<file path="src/rtl/arl_pkg.sv">
package arl_pkg;

    parameter int DW = 16;
    parameter int FW = 14;

    typedef logic signed [DW-1:0] sample_t;

    typedef struct packed {
        logic    vld;
        sample_t val;
    } lane_t;

    typedef enum logic {
        SLOT_TAKE = 1'b0,
        SLOT_SKIP = 1'b1
    } slot_e;

    // Fixed-point product: full signed product, keep bits [FW+DW-1:FW].
    function automatic sample_t qmul(input sample_t a, input sample_t b);
        logic [2*DW-1:0] ax;
        logic [2*DW-1:0] bx;
        logic [2*DW-1:0] p;
        ax = {{DW{a[DW-1]}}, a};
        bx = {{DW{b[DW-1]}}, b};
        p  = ax * bx;
        return sample_t'(p[FW +: DW]);
    endfunction

endpackage

</file>
<file path="src/rtl/ar_slot_gate.sv">
module ar_slot_gate
    import arl_pkg::*;
(
    input  logic    clk,
    input  logic    rst,
    input  logic    in_valid,
    input  sample_t in_data,
    output lane_t   head
);

    slot_e ph;
    logic  take;

    assign take = (ph == SLOT_TAKE) && in_valid;

    always_ff @(posedge clk) begin
        if (rst) begin
            ph   <= SLOT_TAKE;
            head <= '0;
        end else begin
            ph       <= (ph == SLOT_TAKE) ? SLOT_SKIP : SLOT_TAKE;
            // Empty and discard slots feed zero so both lanes stay defined.
            head.vld <= take;
            head.val <= take ? in_data : '0;
        end
    end

endmodule

</file>
<file path="src/rtl/ar_fwd_mac.sv">
module ar_fwd_mac
    import arl_pkg::*;
(
    input  lane_t   f_in,
    input  sample_t k,
    input  sample_t g_in,
    output lane_t   f_out
);

    always_comb begin
        f_out.vld = f_in.vld;
        f_out.val = sample_t'(f_in.val - qmul(k, g_in));
    end

endmodule

</file>
<file path="src/rtl/ar_bwd_mac.sv">
module ar_bwd_mac
    import arl_pkg::*;
(
    input  sample_t k,
    input  sample_t f,
    input  sample_t g_in,
    output sample_t g_out
);

    assign g_out = sample_t'(qmul(k, f) + g_in);

endmodule

</file>
<file path="src/rtl/ar_lattice_sys.sv">
module ar_lattice_sys
    import arl_pkg::*;
#(
    parameter int N_STAGES = 3
)(
    input  logic                         clk,
    input  logic                         rst,
    input  logic                         coef_load,
    input  logic [N_STAGES*DW-1:0]       coef_in,
    input  logic                         in_valid,
    input  logic signed [DW-1:0]         in_data,
    output logic                         out_valid,
    output logic signed [DW-1:0]         out_data
);

    localparam int NB = N_STAGES - 1;  // number of stage boundaries

    sample_t coef_q [N_STAGES];
    lane_t   head;
    lane_t   f_reg  [NB];         // forward value registered between stages
    lane_t   f_nxt  [N_STAGES];   // forward result of each stage
    sample_t g_reg  [N_STAGES];   // backward input of each stage
    sample_t g_nxt  [NB];         // backward result feeding the stage above
    sample_t g0_a;                // first of two delays on the bottom turn
    lane_t   out_q;

    // Coefficient registers
    always_ff @(posedge clk) begin
        if (rst) begin
            for (int s = 0; s < N_STAGES; s++) coef_q[s] <= '0;
        end else if (coef_load) begin
            for (int s = 0; s < N_STAGES; s++) coef_q[s] <= sample_t'(coef_in[s*DW +: DW]);
        end
    end

    ar_slot_gate u_gate (
        .clk      (clk),
        .rst      (rst),
        .in_valid (in_valid),
        .in_data  (sample_t'(in_data)),
        .head     (head)
    );

    for (genvar s = 0; s < N_STAGES; s++) begin : g_stage
        if (s == N_STAGES - 1) begin : g_top
            ar_fwd_mac u_fwd (
                .f_in  (head),
                .k     (coef_q[s]),
                .g_in  (g_reg[s]),
                .f_out (f_nxt[s])
            );
        end else begin : g_inner
            ar_fwd_mac u_fwd (
                .f_in  (f_reg[s]),
                .k     (coef_q[s]),
                .g_in  (g_reg[s]),
                .f_out (f_nxt[s])
            );
            ar_bwd_mac u_bwd (
                .k     (coef_q[s]),
                .f     (f_nxt[s].val),
                .g_in  (g_reg[s]),
                .g_out (g_nxt[s])
            );
        end
    end

    // Retimed delays: one register per boundary on each path, two on the bottom turn.
    always_ff @(posedge clk) begin
        if (rst) begin
            for (int s = 0; s < NB; s++) begin
                f_reg[s]     <= '0;
                g_reg[s + 1] <= '0;
            end
            g0_a     <= '0;
            g_reg[0] <= '0;
            out_q    <= '0;
        end else begin
            for (int s = 0; s < NB; s++) begin
                f_reg[s]     <= f_nxt[s + 1];
                g_reg[s + 1] <= g_nxt[s];
            end
            g0_a      <= f_nxt[0].val;
            g_reg[0]  <= g0_a;
            out_q.vld <= f_nxt[0].vld;
            if (f_nxt[0].vld) out_q.val <= f_nxt[0].val;
        end
    end

    assign out_valid = out_q.vld;
    assign out_data  = out_q.val;

endmodule

</file>
<file path="config.mk">
export PLATFORM = sky130hd
export DESIGN_NAME = ar_lattice_sys
export DESIGN_NICKNAME = d
export VERILOG_FILES = /design/src/rtl/arl_pkg.sv /design/src/rtl/ar_slot_gate.sv /design/src/rtl/ar_fwd_mac.sv /design/src/rtl/ar_bwd_mac.sv /design/src/rtl/ar_lattice_sys.sv
export SDC_FILE = /design/constraint.sdc
export NUM_CORES = 2
export LEC_CHECK = 0
export ABC_AREA = 1
export BUFFER_PORTS_ARGS = -buffer_cell sky130_fd_sc_hd__buf_4
export CAP_MARGIN = 30
export CORE_MARGIN = 1
export CORE_UTILIZATION = 35
export CTS_BUF_LIST = sky130_fd_sc_hd__clkbuf_4 sky130_fd_sc_hd__clkbuf_8 sky130_fd_sc_hd__clkbuf_16
export DETAILED_ROUTE_END_ITERATION = 8
export RECOVER_POWER = 50
export SYNTH_ARGS = -nofsm -noshare
export SYNTH_HDL_FRONTEND = slang
export SYNTH_SLANG_ARGS = --single-unit
</file>
<file path="constraint.sdc">
create_clock -name clk -period 14.9 [get_ports clk]
set_input_delay 4.47 -clock clk [delete_from_list [all_inputs] [get_ports clk]]
set_output_delay 4.47 -clock clk [all_outputs]
set_load 0.02 [all_outputs]
</file>
Yosys cells after proc, flatten, opt, wreduce, memory -nomap -nowiden --
Memory sizes are Yosys's and may differ from the RTL's. Cells that the tools add are included.
Operators by class: reductions and logical operators 2, bitwise operators 10, $mul 5, multiplexer cells 15, $add $sub $neg 5
Operators by type and width (number):
- $mul A16 B16 Y30 | 5
- $mux W16 | 6
- $sub A16 B16 Y16 | 3
- $mux W17 | 2
- $add A16 B16 Y16 | 2
- $or A1 B1 Y1 | 8
- $mux W1 | 7
- $not A1 Y1 | 2
- $reduce_or A2 Y1 | 1
- $logic_and A1 B1 Y1 | 1
Word-level totals: logic and storage cells 46, input port bits 68, flip-flop bits (word level) 51, memories 3, bits in writable memories 130
Memory list:
- coef_q | depth 3, bits a word 16, rd ports 3, clocked after Yosys merged registers in 0, wr ports 3, RTL line ar_lattice_sys.sv:18 | sample_t coef_q [N_STAGES];
- g_reg | depth 3, bits a word 16, rd ports 3, clocked after Yosys merged registers in 0, wr ports 3, RTL line ar_lattice_sys.sv:22 | sample_t g_reg [N_STAGES];
- f_reg | depth 2, bits a word 17, rd ports 2, clocked after Yosys merged registers in 0, wr ports 2, RTL line ar_lattice_sys.sv:20 | lane_t f_reg [NB];

Longest topological paths before layout --
word-level depth 5, mapped depth 81, depth with buffers taken out 79

Cells and area by module --
From an unflattened synthesis, not the netlist that was laid out.
Second synthesis, totals: cell total of the unflattened synthesis 7844, area, all modules 59346.9 µm²
By module, submodules not included:
- ar_fwd_mac at g_stage[0].g_inner.u_fwd ... | instances 2, area an instance 10662.7 µm², cells each 1434, sequential area each 0.0 µm²
- ar_bwd_mac at g_stage[0].g_inner.u_bwd | instances 1, area an instance 10860.4 µm², cells each 1489, sequential area each 0.0 µm²
- ar_fwd_mac at g_stage[2].g_top.u_fwd | instances 1, area an instance 10749.1 µm², cells each 1456, sequential area each 0.0 µm²
- ar_bwd_mac at g_stage[1].g_inner.u_bwd | instances 1, area an instance 10591.4 µm², cells each 1432, sequential area each 0.0 µm²
- ar_lattice_sys | instances 1, area an instance 5280.1 µm², cells each 545, sequential area each 3743.6 µm²
- ar_slot_gate | instances 1, area an instance 540.5 µm², cells each 54, sequential area each 360.3 µm²

Least setup slack after synthesis --
No wires, ideal clock.
path type register to register, from mem coef_q[0][11] (netlist name), to mem g_reg[1][15] (netlist name), cell stages (with the launch flop) 77, buffers on the path 3, setup slack 1.783 ns, period minus slack after synthesis 13.117 ns, data required time 14.787 ns, arrival 13.005 ns, cells stage by stage edfxtp_1 -> clkbuf_1 -> clkbuf_1 -> nand2_1 -> fa_1 -> fa_1 -> fa_1 -> inv_1 -> fa_1 -> fa_1 -> inv_1 -> fa_1 -> inv_1 -> ha_1 -> nand2_1 -> nor2_1 -> nand2_1 -> a21oi_1 -> (+41 left out) -> xnor2_1 -> inv_1 -> ha_1 -> nand2_1 -> nor2_1 -> inv_1 -> nor4_1 -> a21oi_1 -> xnor2_1 -> inv_1 -> nand3_1 -> nand2_1 -> inv_1 -> nand2_1 -> nand2_1 -> nand2_1 -> nand2_1 -> nor2_1
RTL lines (RTL line):
- start: declaration | ar_lattice_sys.sv:18
- end: declaration | ar_lattice_sys.sv:22

==> results.json <==
{
  "insertion_delay_ns": 0.56,
  "slowest_delay_ns": 0.81,
  "tritoncts": "yes",
  "startpoint_type": "flip-flop",
  "timing.hold.ws_ns": 0.3808,
  "hp-class": "reg -> reg",
  "wl_met2_mm": 76.90,
  "worst_pin_slew_ns": 3.116,
  "failed_checks": "capacitance limit, slew limit",
  "drtPass1Iterations": 6,
  "areaGrowthSynthToFinish_pct": 8.427,
  "synth.distinct_cells": 44,
  "grt_pass1_wl_mm": 257.3,
  "period_share": 0.9545,
  "syn_avg_cell_area_um2": 7.992,
  "final_area_mm2": 0.06038,
  "port_buffers": 84,
  "critical_path_class": "reg -> reg",
  "cp_common_cell": "fa_1",
  "grt_max_degree": 60,
  "cpMaxStageDelayCell": "dfxtp_1",
  "critPathCaptureType": "flip-flop",
  "arrival_ns": 14.66,
  "synth_seq_area_share": 0.07369,
  "outcome": "finished with violations",
  "cts_num_sinks": 181,
  "nets": 8812,
  "io_pins": 85,
  "clockBufferDepth": 2,
  "drive_gt1_frac": 0.05624,
  "placed_cell_area_mm2": 0.05919,
  "drc": 0,
  "coreArea_mm2": 0.1582,
  "grt_pass1_vias": 46430,
  "synth_area_leaders": "fa_1, inv_1, ha_1",
  "timing.final.ws_setup_ns": 0.6781,
  "drt_iter0_drc": 2804,
  "grt_use_total": 0.2059,
  "cap_violations": 4,
  "path_clk_slew_ns": 0.10,
  "overflow": 0,
  "required_ns": 15.34,
  "syn_nets": 8734,
  "slew_viol_final": 144,
  "clock_skew_ns": 0.02510,
  "yosys.area.top_type_share": 0.4457,
  "numCtsBuffers": 17,
  "syn_area_mm2": 0.05569,
  "m1WireLength_mm": 66.73,
  "routabilityCongestion": 0.9711,
  "die_w_um": 400.9,
  "wire_per_inst_um": 17.46,
  "period_needed_ns": 14.22,
  "ys_seq_elements": 181,
  "die_h_um": 400.9,
  "timing.setup.tns_ns": 0,
  "grt_antenna_before_repair": 2,
  "slew_headroom": -1.077,
  "yosysTopAreaCell": "fa_1",
  "start_util": 0.3520,
  "routed_wl_mm": 159.5,
  "wl_met3_mm": 10.34,
  "fmax_ghz": 0.07031,
  "vias": 43690,
  "cts_root_buf": "clkbuf_16",
  "yosys_warnings": 0,
  "syn_inst": 6968,
  "highest_layer": "met4",
  "path_max_fanout": 16,
  "rows": 146,
  "drt-vias-per-instance": 4.783,
  "hold_viol": 0,
  "post-place-ws_ns": 0.4727,
  "dieArea_mm2": 0.1607,
  "hpwl_mm": 135.1,
  "drt.antenna.violating_nets": 0,
  "setup_viol": 0,
  "htreeDepth": 4
}
## per-layer routing
metal	global-route usage	vias up
met1	0.2691	22000
met5	0	-
met2	0.3476	1391
met3	0.02991	234
met4	0.07105	0
li1	-	20070
## worst max-delay path, delay by kind of cell, from the launching register on
kind	cells	cell delay, ns
AOI/OAI and AO/OA	11	1.68
and+or+nand+nor	20	2.53
xor gates and xnor gates	3	0.66
adders and majority gates	16	7.38
buffers and inverters	13	1.01
DFF	1	0.81
## repair_timing
action                     CTS  global route
setup buffers                0            63
setup endpoints to repair    0             8
resized for setup            0            50
hold buffers                 0             0
## cell type report
class / instances / area (µm²)
fillers: 16380 / 97810
well taps: 2072 / 2592
repair buffers: 310 / 2317
clock buffers: 17 / 425.4
inverters: 2076 / 7800
multi-input cells: 4460 / 42930
clock inverters: 15 / 188.9
flip-flops and latches: 181 / 4120
diodes: 3 / 7.507
## cell usage in the layout, fill, tap and decap left out, types with 11 or more instances in the layout
cell | Yosys | layout
nor2_1 | 457 | 455
o21bai_1 | 13 | 11
clkbuf_1 | 231 | 21
o21ai_0 | 119 | 115
inv_1 | 2064 | 2060
xnor2_1 | 70 | 69
clkbuf_16 | 0 | 17
ha_1 | 458 | 456
or2_1 | 11 | 11
a21oi_1 | 248 | 245
buf_4 | 0 | 277
o21a_1 | 20 | 20
fa_1 | 1240 | 1238
nand2_1 | 1489 | 1488
nor3_1 | 25 | 24
dfxtp_1 | 133 | 124
nand4_1 | 20 | 20
or2_2 | 33 | 32
edfxtp_1 | 48 | 48
nand3_1 | 91 | 90
xor2_1 | 62 | 60
a31oi_1 | 19 | 18
a21o_1 | 23 | 23
## stage by stage
stage | std cells | utilization
2_1_floorplan | 6968 | -
3_3_place_gp | 9036 | 0.3742
3_5_place_dp | 9036 | 0.3742
4_1_cts | 9068 | 0.3780
5_1_grt | 9131 | 0.3817
6_report | 9134 | 0.3817
## logic make-up after synthesis
logic type	after synthesis	synth area share
xor gates and xnor gates	133	0.02105
and+or+nand+nor	2146	0.1512
buffers and inverters	2327	0.1572
adders and majority gates	1698	0.5486
DFF	181	0.07369
AOI/OAI and AO/OA	483	0.04821
## worst paths after layout
| kind | startpoint | end | slack [ns] | cells after the start |
|---|---|---|---|---|
| worst max-delay path | g_reg[1][9]$_SDFF_PP0_ | g_reg[2][15]$_DFF_P_ | 0.68 | 63 |
| worst min-delay path | g0_a[1]$_SDFF_PP0_ | g_reg[0][1]$_SDFF_PP0_ | 0.38 | 2 |
| worst max register to register | g_reg[1][9]$_SDFF_PP0_ | g_reg[2][15]$_DFF_P_ | 0.68 | 63 |
| worst min register to register | g0_a[1]$_SDFF_PP0_ | g_reg[0][1]$_SDFF_PP0_ | 0.38 | 2 |
## synth_stat cells
library cell / instances
nor3_1: 25
a31oi_1: 19
or2_1: 11
inv_1: 2064
xor2_1: 62
buf_1: 10
a21oi_1: 248
clkinv_1: 8
o21a_1: 20
fa_1: 1240
nor2_2: 2
ha_1: 458
clkbuf_1: 231
a21boi_1: 1
o21ai_0: 119
o221ai_1: 2
nor3_2: 1
nand4_1: 20
o21ai_1: 6
a21o_1: 23
nand3_1: 91
a31o_2: 2
nand2_1: 1489
a211oi_1: 6
xnor2_1: 70
nand3b_1: 6
or2_2: 33
buf_2: 9
o21bai_1: 13
o31ai_1: 5
dfxtp_1: 133
a21boi_0: 3
inv_2: 4
nor2_1: 457
and3_1: 2
nor4_1: 8
a41o_1: 1
buf_6: 1
o211ai_1: 8
xor2_2: 1
a221oi_1: 3
edfxtp_1: 48
nand2_2: 1
o2111ai_1: 4
Power is not shown: default switching activity piles up to over one toggle a cycle in this logic, so the estimate is an artifact.
